`src/rtl/spi_cmd_pkg.sv`:
```
package spi_cmd_pkg;

  typedef struct packed {
    logic       keep;
    logic [2:0] aidx;
    logic       eoq;
    logic       clr;
    logic       pen;
    logic       podd;
    logic [7:0] sel;
    logic [15:0] data;
  } cmd_t;

  typedef struct packed {
    logic [4:0] size;
    logic       cpol;
    logic       cpha;
    logic [7:0] div;
    logic [7:0] lead;
    logic [7:0] trail;
  } attr_t;

  function automatic logic [4:0] clamp_size(input logic [4:0] s);
    if (s < 5'd4)       return 5'd4;
    else if (s > 5'd16) return 5'd16;
    else                return s;
  endfunction

endpackage

```
`src/rtl/spi_attr_pick.sv`:
```
module spi_attr_pick
  import spi_cmd_pkg::*;
#(
  parameter int NUM_ATTR = 2
) (
  input  logic [NUM_ATTR*5-1:0] size_i,
  input  logic [NUM_ATTR-1:0]   cpol_i,
  input  logic [NUM_ATTR-1:0]   cpha_i,
  input  logic [NUM_ATTR*8-1:0] div_i,
  input  logic [NUM_ATTR*8-1:0] lead_i,
  input  logic [NUM_ATTR*8-1:0] trail_i,
  input  logic [2:0]            idx_i,
  output attr_t                 attr_o
);
  attr_t sets [NUM_ATTR];

  for (genvar g = 0; g < NUM_ATTR; g++) begin : g_set
    assign sets[g].size  = size_i[g*5 +: 5];
    assign sets[g].cpol  = cpol_i[g];
    assign sets[g].cpha  = cpha_i[g];
    assign sets[g].div   = div_i[g*8 +: 8];
    assign sets[g].lead  = lead_i[g*8 +: 8];
    assign sets[g].trail = trail_i[g*8 +: 8];
  end

  // Unimplemented indices fall through to set 0
  always_comb begin
    attr_o = sets[0];
    for (int k = 1; k < NUM_ATTR; k++)
      if (idx_i == k[2:0]) attr_o = sets[k];
  end
endmodule

```
`src/rtl/spi_parity_unit.sv`:
```
module spi_parity_unit (
  input  logic [15:0] data_i,
  input  logic [4:0]  nbits_i,
  input  logic        pen_i,
  input  logic        podd_i,
  output logic [15:0] tx_aligned_o,
  input  logic [15:0] rx_i,
  input  logic        rx_pen_i,
  input  logic        rx_podd_i,
  output logic        rx_err_o
);
  logic [4:0]  pad;
  logic [15:0] mask, low, word;
  logic        pbit;

  always_comb begin
    pad  = 5'd16 - nbits_i;
    mask = 16'hFFFF >> pad;
    low  = data_i & mask;
    pbit = (^(low >> 1)) ^ podd_i;
    word = pen_i ? {low[15:1], pbit} : low;
    tx_aligned_o = word << pad;
  end

  assign rx_err_o = rx_pen_i & ((^rx_i) ^ rx_podd_i);
endmodule

```
`src/rtl/spi_frame_core.sv`:
```
module spi_frame_core
  import spi_cmd_pkg::*;
#(
  parameter int NCS = 8
) (
  input  logic           clk_i,
  input  logic           rst_ni,
  input  logic           cmd_valid_i,
  output logic           cmd_ready_o,
  input  cmd_t           cmd_i,
  input  attr_t          attr_i,
  input  logic           halt_i,
  input  logic           rx_ready_i,
  output logic           rx_valid_o,
  output logic [15:0]    rx_data_o,
  output logic           rx_perr_o,
  output logic           sck_o,
  output logic           mosi_o,
  input  logic           miso_i,
  output logic [NCS-1:0] cs_n_o,
  output logic           start_clr_o,
  output logic           done_o,
  output logic           done_eoq_o,
  output logic           perr_pulse_o
);
  localparam int EW = 6;

  typedef enum logic [2:0] {S_IDLE, S_HOLD, S_LEAD, S_SHIFT, S_DONE, S_TRAIL} st_t;

  st_t             st;
  logic [NCS-1:0]  cs_n_q, sel_n;
  logic            sck_q, cpha_q, keep_q, eoq_q, pen_q, podd_q;
  logic [15:0]     txsr, rxsr, tx_aligned, rx_data_q;
  logic [7:0]      dly, hc, div_m1_q, trail_q;
  logic [EW-1:0]   edge_q, last_e;
  logic [4:0]      nbits_q, nbits_new;
  logic            rx_valid_q, rx_perr_q, rx_err, slot_free, accept;
  logic            samp, shift_tx;

  assign nbits_new = clamp_size(attr_i.size);

  always_comb
    for (int i = 0; i < NCS; i++) sel_n[i] = ~cmd_i.sel[7-i];

  spi_parity_unit u_par (
    .data_i      (cmd_i.data),
    .nbits_i     (nbits_new),
    .pen_i       (cmd_i.pen),
    .podd_i      (cmd_i.podd),
    .tx_aligned_o(tx_aligned),
    .rx_i        (rxsr),
    .rx_pen_i    (pen_q),
    .rx_podd_i   (podd_q),
    .rx_err_o    (rx_err)
  );

  assign cmd_ready_o  = (st == S_IDLE) || (st == S_HOLD && !halt_i);
  assign accept       = cmd_valid_i && cmd_ready_o;
  assign slot_free    = !rx_valid_q || rx_ready_i;
  assign last_e       = {nbits_q, 1'b0} - 6'd1;
  assign samp         = cpha_q ? edge_q[0] : ~edge_q[0];
  assign shift_tx     = cpha_q ? (~edge_q[0] && edge_q != '0) : (edge_q[0] && edge_q != last_e);
  assign start_clr_o  = accept && cmd_i.clr;
  assign done_o       = (st == S_TRAIL) && (dly == '0);
  assign done_eoq_o   = eoq_q;
  assign perr_pulse_o = (st == S_DONE) && slot_free && rx_err;

  always_ff @(posedge clk_i or negedge rst_ni) begin
    if (!rst_ni) begin
      st <= S_IDLE; cs_n_q <= '1; sck_q <= 1'b0; cpha_q <= 1'b0;
      keep_q <= 1'b0; eoq_q <= 1'b0; pen_q <= 1'b0; podd_q <= 1'b0;
      txsr <= '0; rxsr <= '0; dly <= '0; hc <= '0; div_m1_q <= '0;
      trail_q <= '0; edge_q <= '0; nbits_q <= 5'd4;
      rx_valid_q <= 1'b0; rx_data_q <= '0; rx_perr_q <= 1'b0;
    end else begin
      if (rx_valid_q && rx_ready_i) rx_valid_q <= 1'b0;
      unique case (st)
        S_IDLE, S_HOLD: begin
          if (st == S_HOLD && halt_i) begin
            cs_n_q <= '1;
            st     <= S_IDLE;
          end else if (accept) begin
            cs_n_q   <= sel_n;
            sck_q    <= attr_i.cpol;
            cpha_q   <= attr_i.cpha;
            nbits_q  <= nbits_new;
            div_m1_q <= (attr_i.div == '0) ? 8'd0 : attr_i.div - 8'd1;
            trail_q  <= attr_i.trail;
            dly      <= attr_i.lead;
            keep_q   <= cmd_i.keep;
            eoq_q    <= cmd_i.eoq;
            pen_q    <= cmd_i.pen;
            podd_q   <= cmd_i.podd;
            txsr     <= tx_aligned;
            rxsr     <= '0;
            edge_q   <= '0;
            st       <= S_LEAD;
          end
        end
        S_LEAD: begin
          if (dly == '0) begin
            hc <= div_m1_q;
            st <= S_SHIFT;
          end else dly <= dly - 8'd1;
        end
        S_SHIFT: begin
          if (hc == '0) begin
            hc     <= div_m1_q;
            sck_q  <= ~sck_q;
            edge_q <= edge_q + 6'd1;
            if (samp)     rxsr <= {rxsr[14:0], miso_i};
            if (shift_tx) txsr <= {txsr[14:0], 1'b0};
            if (edge_q == last_e) st <= S_DONE;
          end else hc <= hc - 8'd1;
        end
        S_DONE: begin
          if (slot_free) begin
            rx_valid_q <= 1'b1;
            rx_data_q  <= rxsr;
            rx_perr_q  <= rx_err;
            dly        <= trail_q;
            st         <= S_TRAIL;
          end
        end
        S_TRAIL: begin
          if (dly == '0) begin
            st <= keep_q ? S_HOLD : S_IDLE;
            if (!keep_q) cs_n_q <= '1;
          end else dly <= dly - 8'd1;
        end
        default: st <= S_IDLE;
      endcase
    end
  end

  assign sck_o      = sck_q;
  assign mosi_o     = txsr[15];
  assign cs_n_o     = cs_n_q;
  assign rx_valid_o = rx_valid_q;
  assign rx_data_o  = rx_data_q;
  assign rx_perr_o  = rx_perr_q;

  a_r5_idle_cs_high: assert property (@(posedge clk_i) disable iff (!rst_ni)
    (st == S_IDLE) |-> (&cs_n_q));
  a_r2_sck_quiet_trail: assert property (@(posedge clk_i) disable iff (!rst_ni)
    (st == S_TRAIL) |=> $stable(sck_q));
  a_r2_edge_bound: assert property (@(posedge clk_i) disable iff (!rst_ni)
    (st == S_SHIFT) |-> (edge_q < {nbits_q, 1'b0}));
  a_r10_rx_hold: assert property (@(posedge clk_i) disable iff (!rst_ni)
    (rx_valid_q && !rx_ready_i) |=> (rx_valid_q && $stable(rx_data_q) && $stable(rx_perr_q)));
endmodule

```
`src/rtl/spi_cmd_master.sv`:
```
module spi_cmd_master
  import spi_cmd_pkg::*;
#(
  parameter int NUM_ATTR = 2,
  parameter int NCS      = 8,
  parameter int CNT_W    = 16
) (
  input  logic                  clk_i,
  input  logic                  rst_ni,
  input  logic                  cmd_valid_i,
  output logic                  cmd_ready_o,
  input  logic [31:0]           cmd_data_i,
  output logic                  rx_valid_o,
  input  logic                  rx_ready_i,
  output logic [15:0]           rx_data_o,
  output logic                  rx_perr_o,
  output logic                  sck_o,
  output logic                  mosi_o,
  input  logic                  miso_i,
  output logic [NCS-1:0]        cs_n_o,
  input  logic                  halt_i,
  input  logic [1:0]            flag_clr_i,
  output logic                  eoq_flag_o,
  output logic                  perr_flag_o,
  output logic [CNT_W-1:0]      xfer_cnt_o,
  input  logic [NUM_ATTR*5-1:0] attr_size_i,
  input  logic [NUM_ATTR-1:0]   attr_cpol_i,
  input  logic [NUM_ATTR-1:0]   attr_cpha_i,
  input  logic [NUM_ATTR*8-1:0] attr_div_i,
  input  logic [NUM_ATTR*8-1:0] attr_lead_i,
  input  logic [NUM_ATTR*8-1:0] attr_trail_i
);
  cmd_t  cmd;
  attr_t attr;
  logic  start_clr, done, done_eoq, perr_pulse;
  logic  eoq_flag_q, perr_flag_q;
  logic [CNT_W-1:0] cnt_q;

  assign cmd = cmd_t'(cmd_data_i);

  spi_attr_pick #(.NUM_ATTR(NUM_ATTR)) u_pick (
    .size_i (attr_size_i),
    .cpol_i (attr_cpol_i),
    .cpha_i (attr_cpha_i),
    .div_i  (attr_div_i),
    .lead_i (attr_lead_i),
    .trail_i(attr_trail_i),
    .idx_i  (cmd.aidx),
    .attr_o (attr)
  );

  spi_frame_core #(.NCS(NCS)) u_core (
    .clk_i       (clk_i),
    .rst_ni      (rst_ni),
    .cmd_valid_i (cmd_valid_i),
    .cmd_ready_o (cmd_ready_o),
    .cmd_i       (cmd),
    .attr_i      (attr),
    .halt_i      (halt_i),
    .rx_ready_i  (rx_ready_i),
    .rx_valid_o  (rx_valid_o),
    .rx_data_o   (rx_data_o),
    .rx_perr_o   (rx_perr_o),
    .sck_o       (sck_o),
    .mosi_o      (mosi_o),
    .miso_i      (miso_i),
    .cs_n_o      (cs_n_o),
    .start_clr_o (start_clr),
    .done_o      (done),
    .done_eoq_o  (done_eoq),
    .perr_pulse_o(perr_pulse)
  );

  always_ff @(posedge clk_i or negedge rst_ni) begin
    if (!rst_ni) begin
      cnt_q <= '0; eoq_flag_q <= 1'b0; perr_flag_q <= 1'b0;
    end else begin
      if (start_clr) cnt_q <= '0;
      else if (done) cnt_q <= cnt_q + 1'b1;
      eoq_flag_q  <= (eoq_flag_q & ~flag_clr_i[0]) | (done & done_eoq);
      perr_flag_q <= (perr_flag_q & ~flag_clr_i[1]) | perr_pulse;
    end
  end

  assign xfer_cnt_o  = cnt_q;
  assign eoq_flag_o  = eoq_flag_q;
  assign perr_flag_o = perr_flag_q;

  a_r9_count_step: assert property (@(posedge clk_i) disable iff (!rst_ni)
    (done && !start_clr) |=> (cnt_q == $past(cnt_q) + 1'b1));
  a_r9_clear_zero: assert property (@(posedge clk_i) disable iff (!rst_ni)
    start_clr |=> (cnt_q == '0));
  a_r8_eoq_set: assert property (@(posedge clk_i) disable iff (!rst_ni)
    (done && done_eoq) |=> eoq_flag_q);
  a_r7_perr_set: assert property (@(posedge clk_i) disable iff (!rst_ni)
    perr_pulse |=> perr_flag_q);
endmodule

```
`config.mk`:
```
export PLATFORM = sky130hd
export DESIGN_NAME = spi_cmd_master
export DESIGN_NICKNAME = d
export VERILOG_FILES = /design/src/rtl/spi_cmd_pkg.sv /design/src/rtl/spi_attr_pick.sv /design/src/rtl/spi_parity_unit.sv /design/src/rtl/spi_frame_core.sv /design/src/rtl/spi_cmd_master.sv
export SDC_FILE = /design/constraint.sdc
export NUM_CORES = 1
export LEC_CHECK = 0
export ABC_AREA = 1
export CAP_MARGIN = 40
export CORE_ASPECT_RATIO = 1.2
export CORE_UTILIZATION = 53
export DETAILED_ROUTE_END_ITERATION = 7
export GPL_TIMING_DRIVEN = 1
export PLACE_DENSITY = 0.89
export SLEW_MARGIN = 40
export SYNTH_ARGS = -nofsm -noshare
export SYNTH_HDL_FRONTEND = slang
export SYNTH_SLANG_ARGS = --single-unit
```
`constraint.sdc`:
```
create_clock -name clk_i -period 3.1 [get_ports clk_i]
set_input_delay 0.31 -clock clk_i [delete_from_list [all_inputs] [get_ports clk_i]]
set_output_delay 0.31 -clock clk_i [all_outputs]
set_load 0.02 [all_outputs]
```
# After elaboration in Yosys (flattened, before gate mapping)
# Index checks and enable logic that the tools add are counted.
# totals
inputBits,102
regBits,128
out_inout_bits,47
# op_classes
n_addsub,7
n_eq_ne,20
n_bitwise,22
n_lt_le_gt_ge,2
shifts,2
reduce_logical,37
muxes,52
# op_table
cell,count
$mux W16,10
$mux W8,11
$pmux W16 S2,2
$pmux W8 S2,2
$reduce_xor A16 Y1,2
$mux W31,1
$logic_not A8 Y1,3
$pmux W8 S3,1
$sub A8 B1 Y8 const B,3
$mux W3,7
$mux W6,3
$add A16 B1 Y16 const B,1
$and A16 B16 Y16,1
$shl A16 B5 Y16,1
$shr A16 B5 Y16 const A,1
$pmux W3 S5,1
$reduce_and A5 Y1,3
$ne A2 B1 Y1 const B,7
$not A1 Y1,13
$pmux W6 S2,1
$logic_and A1 B1 Y1,10
$mux W1,10
$mux W5,2
$ne A2 B2 Y1 const B,4
26 further kinds,42

# Logic depth before layout (Yosys ltp)
# depth
depth_word,15
depth_mapped,31

# By module
# From an unflattened synthesis, not the netlist that was laid out.
# hier_totals
hier_cells,1278
area_unflattened_um2,8673.3
# by_module_without_submodules
mod,cells_per_inst,instances,area_each_um2,seq_area_each_um2
spi_frame_core,729,1,5575.3,2763.9
spi_parity_unit,316,1,1617.8,0.0
spi_cmd_master,125,1,980.9,450.4
spi_attr_pick,108,1,499.2,0.0

# Least setup slack after synthesis
# OpenSTA, ideal clock, no wires.
# synth_timing
path_type,in2reg
start,input cmd_data_i[28]
end,register u_core.txsr[7]
setup_slack_ps,-334
arrival_time_ps,3361
stages,27
t_required_ps,3027
path_buffers,2
cell_sequence,inv_1 nor2_4 nand3b_1 nand2_4 nand3_1 nand2_2 buf_2 ha_1 inv_1 ha_1 clkbuf_1 nor2_1 nor2_1 nand4_1 nand2_1 nand2_1 nand3_1 nand3_1 nand2_1 nand3_1 nand3_2 nand3_2 nand3_2 nand3_2 nand2_1 nand2_1 a21oi_2
# synth_between
elab_chain_len,15
elab_cells_between_ends,16
# synth_rtl
element,line_no,text
start: declaration,spi_cmd_master.sv:12,"input logic [31:0] cmd_data_i,"
$eq A3 B1 Y1 (*),spi_attr_pick.sv:30,if (idx_i == k[2:0]) attr_o = sets[k];
$mux W31 (*),spi_attr_pick.sv:30,
$gt A5 B5 Y1,spi_cmd_pkg.sv:25,else if (s > 5'd16) return 5'd16;
$mux W5,spi_cmd_pkg.sv:25,
$mux W5 (*),spi_cmd_pkg.sv:24,if (s < 5'd4) return 5'd4;
$sub A5 B5 Y5 (*),spi_parity_unit.sv:17,pad = 5'd16 - nbits_i;
$shr A16 B5 Y16,spi_parity_unit.sv:18,mask = 16'hFFFF >> pad;
$and A16 B16 Y16,spi_parity_unit.sv:19,low = data_i & mask;
$reduce_xor A16 Y1,spi_parity_unit.sv:20,pbit = (^(low >> 1)) ^ podd_i;
$xor A1 B1 Y1,spi_parity_unit.sv:20,
$mux W1,spi_parity_unit.sv:21,"word = pen_i ? {low[15:1], pbit} : low;"
$shl A16 B5 Y16 (*),spi_parity_unit.sv:22,tx_aligned_o = word << pad;
$mux W16 (*),spi_frame_core.sv:82,end else if (accept) begin
$mux W16 (*),spi_frame_core.sv:79,if (st == S_HOLD && halt_i) begin
$pmux W16 S2 (*),spi_frame_core.sv:77,unique case (st)
end signal: assignment,spi_frame_core.sv:94,txsr <= tx_aligned;
end signal: assignment,spi_frame_core.sv:112,"if (shift_tx) txsr <= {txsr[14:0], 1'b0};"
end: declaration,spi_frame_core.sv:33,"logic [15:0] txsr, rxsr, tx_aligned, rx_data_q;"
# Mark *: on every way between the ends. The rest lies on a longest branch, timed or not. The select of a mux whose other input is x is not followed.
# A chain may end at the register's enable or synchronous reset.

# Final worst setup path
# layout_timing
start,input attr_size_i[3]
end,register u_core.txsr[7]
# layout_between
elab_chain_len,14
elab_cells_between_ends,15
# layout_rtl
element,line_no,text
start: declaration,spi_cmd_master.sv:26,"input logic [NUM_ATTR*5-1:0] attr_size_i,"
$mux W31 (*),spi_attr_pick.sv:30,
$gt A5 B5 Y1,spi_cmd_pkg.sv:25,
$mux W5,spi_cmd_pkg.sv:25,
$mux W5 (*),spi_cmd_pkg.sv:24,
$sub A5 B5 Y5 (*),spi_parity_unit.sv:17,
$shr A16 B5 Y16,spi_parity_unit.sv:18,
$and A16 B16 Y16,spi_parity_unit.sv:19,
$reduce_xor A16 Y1,spi_parity_unit.sv:20,
$xor A1 B1 Y1,spi_parity_unit.sv:20,
$mux W1,spi_parity_unit.sv:21,
$shl A16 B5 Y16 (*),spi_parity_unit.sv:22,
$mux W16 (*),spi_frame_core.sv:82,
$mux W16 (*),spi_frame_core.sv:79,
$pmux W16 S2 (*),spi_frame_core.sv:77,
# Marks and branches as above.

==> impl_metrics.ini <==
[global_routing]
grt_util_met2_pct = 59.0
number_of_antenna_violations_at_the_first_check_in_global_routing = 0
pin_count_of_the_biggest_net_entering_global_routing = 91
overflow = 0
grt.total_usage_pct = 31.3
grt.busiest_layer = met2
m1_gr_usage_pct = 34.8
met3_usage_pct = 5.92
global_route_wire_length_before_repair_mm = 38.0
first_global_vias = 8089

[run_status]
outcome = finished clean

[cts]
htreeDepth = 4
clkSinkCount = 128
cts_tree = yes
cts_root_buf = clkbuf_16
clk_latency_ns = 0.43
tritoncts.num_buffers = 17
cts.path.max_buffers = 2
clkTransAtPathRegs_ns = 0.06

[floorplanning]
core.rowCount = 48
boundaryPins = 149
floorplan.die.height_um = 135
fp.dieArea_um2 = 15200
start_util_pct = 54.2
fp.coreArea_um2 = 14400
die-width_um = 113

[setup_path]
startpoint_type = primary input
cpMostUsedCell = nand2_2
critPathRequiredTime_ns = 3.41
worstSetupEndpointType = register
type_of_the_worst_setup_path = in -> reg
worst_path_dominant_cell_family = simple AND/OR/NAND/NOR gates
critical_path_arrival_ns = 3.21
timing.critical_path.slowest_stage_cell = clkdlybuf4s50_1
critical_path.max_fanout = 7
worstPathBufferInverterCount = 5
timing.reg2reg.setup_slack_ns = 0.29
cp_slowest_stage_delay_ns = 0.40

[synthesis]
yosys_register_bits = 128
synth-edff-count = 0
warnings_from_yosys = 0
synth.cell_area_um2 = 7810
synth_nets = 1175
synth_top_cells_by_area = dfrtp_1 (38%), nand2_1 (10%), inv_1 (7.7%), o21ai_0 (5.6%), nor2_1 (5.1%)
synthesized_area_per_cell_um2 = 7.37
async_reset_ff_share_pct = 100
synthDominantCellAreaShare_pct = 38.1
postSynth.topFlopCell = dfrtp_1
synthDominantAreaCellType = dfrtp_1
seq_area_frac_synth_pct = 41.1
synthDistinctLibCells = 52
postSynthCellCount = 1060

[place]
dp_hpwl_mm = 16.1
place_congestion = 0.959
numPortBuffers = 148

[sta]
fmax_ghz = 0.344
hold-worst-slack_ns = 0.391
finalCritPeriodShare_pct = 93.7
timing.final.crit_period_ns = 2.90
max_slew.worst_pin.slew_ns = 0.643
rsz_0062_raised_after_global_routing = yes
max_slew_margin_pct = 57.1
final_max_slew_violation_count = 0
final-hold-violation-count = 0
finClkSkew_ns = 0.00643
setup_viol = 0

[routing]
ant_nets = 0
route.detailed.vias_per_inst = 5.75
routed_wl_mm = 23.6
post-route-drc-count = 0
drt-pass1-iter-count = 5
post_drt_wl_per_cell_um = 16.4
drt_iter0_drcs = 791
dr_total_vias = 8297

[final_layout]
most_frequent_standard_cell_in_the_layout_excluding_fill_and_tap_cells = nand2_1
layout_common_cells = nand2_1 (190), inv_1 (152), clkdlybuf4s50_1 (140)
final_nets = 1369
area_growth_from_synthesis_to_final_layout_pct = 37.3
antenna_fix_cells = 0
post-route-util_pct = 74.4
fraction_of_layout_instances_using_a_drive_strength_above_1_pct = 14.4

[power_and_ir_drop]
power_density_nw_per_um2 = 872
p_leak_uw = 0.00513
power.total_uw = 9360
ir_worst_vdd_mv = 0.530

[flow_run]
drv_cap = 0

[min_path]
min-delay-path-class = in -> async
timing repair:
| action | CTS | global route |
|---|---|---|
| gates resized for setup | 5 | 57 |
| hold endpoints to repair | 38 | 0 |
| setup buffers | 0 | 4 |
| setup endpoints to repair | 11 | 18 |
| pin swaps | 4 | 27 |
| cloned | 0 | 1 |
| hold buffers | 1 | 0 |
stage by stage:
step                      cells  setup WS, ns  area, um^2  setup TNS, ns
after floorplan            1060       0.00891        7900              0
after global placement     1404        -0.389        9880          -5.51
after detailed placement   1404        -0.524        9890          -7.14
after CTS                  1437       -0.0293       10500        -0.0293
after global routing       1442       -0.0802       10700         -0.289
final                      1442         0.195       10700              0
metal layers:
| layer | part of all wire [%] | routed length (um) |
|---|---|---|
| met1 | 38 | 8910 |
| met2 | 53 | 12600 |
| met3 | 6.1 | 1440 |
| met4 | 2.8 | 660 |
| met5 | 0 | 0 |
power by group:
part           switching, uW  internal [uW]  leakage, uW  total (uW)
clock network            825           1210     0.000291        2030
logic                   2660           1770      0.00321        4430
registers                489           2410      0.00162        2890
synth_stat cells, types with 2 or more instances:
cell	number
nand2_2	3
nor2_1	106
nand4_1	22
xor2_1	18
nor2_2	2
o21ai_0	88
a21oi_1	68
inv_1	160
a22oi_1	4
nor3_1	15
clkbuf_1	25
nand2_4	3
nor4_1	2
xnor2_1	15
nand2_1	209
o211ai_1	8
o21a_1	2
o22ai_1	20
a221oi_1	3
a21oi_2	5
mux2i_1	8
nand3_2	7
buf_2	4
o21ai_1	5
inv_2	2
a2bb2oi_1	6
o21bai_1	2
ha_1	13
dfrtp_1	119
a41oi_1	3
o221ai_1	5
a211oi_1	2
clkinv_1	3
nor3b_1	3
o31ai_1	3
a31oi_1	2
dfstp_2	9
nand3_1	72
cells by family after synthesis:
logic type | synth area share [%]
flops | 41.1
buf+inv | 9.77
fa+ha+maj | 2.08
compound gates | 17.1
mux | 1.02
xor+xnor | 3.70
simple gates | 25.2
worst register-to-register path: stages (launching register included):
cell and delay, ns:
dfrtp_1 0.41, inv_1 0.08, nand2_1 0.07, nor2_1 0.19
nand2_1 0.10, inv_1 0.15, nor2_1 0.06, nand2_1 0.08
inv_1 0.07, nor2_1 0.35, inv_1 0.20, nand2_1 0.36
inv_1 0.32, nor2_1 0.20, a21oi_1 0.06
layout make-up:
type,instances,area [um^2]
Multi-Input combinational cell,735,4080
Fill cell,954,3680
Sequential cell,128,3210
Timing Repair Buffer,207,1990
Inverter,165,627
Clock buffer,17,425
Tap cell,175,219
Clock inverter,15,175
path summary, 6_finish.rpt:
check	end	from	cells past startpoint
worst max-delay path	u_core.txsr[7]	attr_size_i[3]	25
worst min-delay path	u_core.rx_data_o[8]	rst_ni	2
worst max register to register	u_core.txsr[2]	u_core.st[2]	14
worst min register to register	u_core.rx_data_o[0]	u_core.rx_data_o[0]	2
max in group asynchronous	u_core.cs_n_o[0]	rst_ni	3
min in group clk_i	perr_flag_o	flag_clr_i[1]	2
state kept, by name (all words and copies together) (netlist names), 6 cells and up:
name and flops:
u_core.cs_n_o 8, u_core.div_m1_q 8, u_core.dly 8, u_core.edge_q 6, u_core.hc 8, u_core.rx_data_o 16, u_core.rxsr 16, u_core.trail_q 8
u_core.txsr 16, xfer_cnt_o 16
No activity file was read; power rests on OpenSTA's default activity.
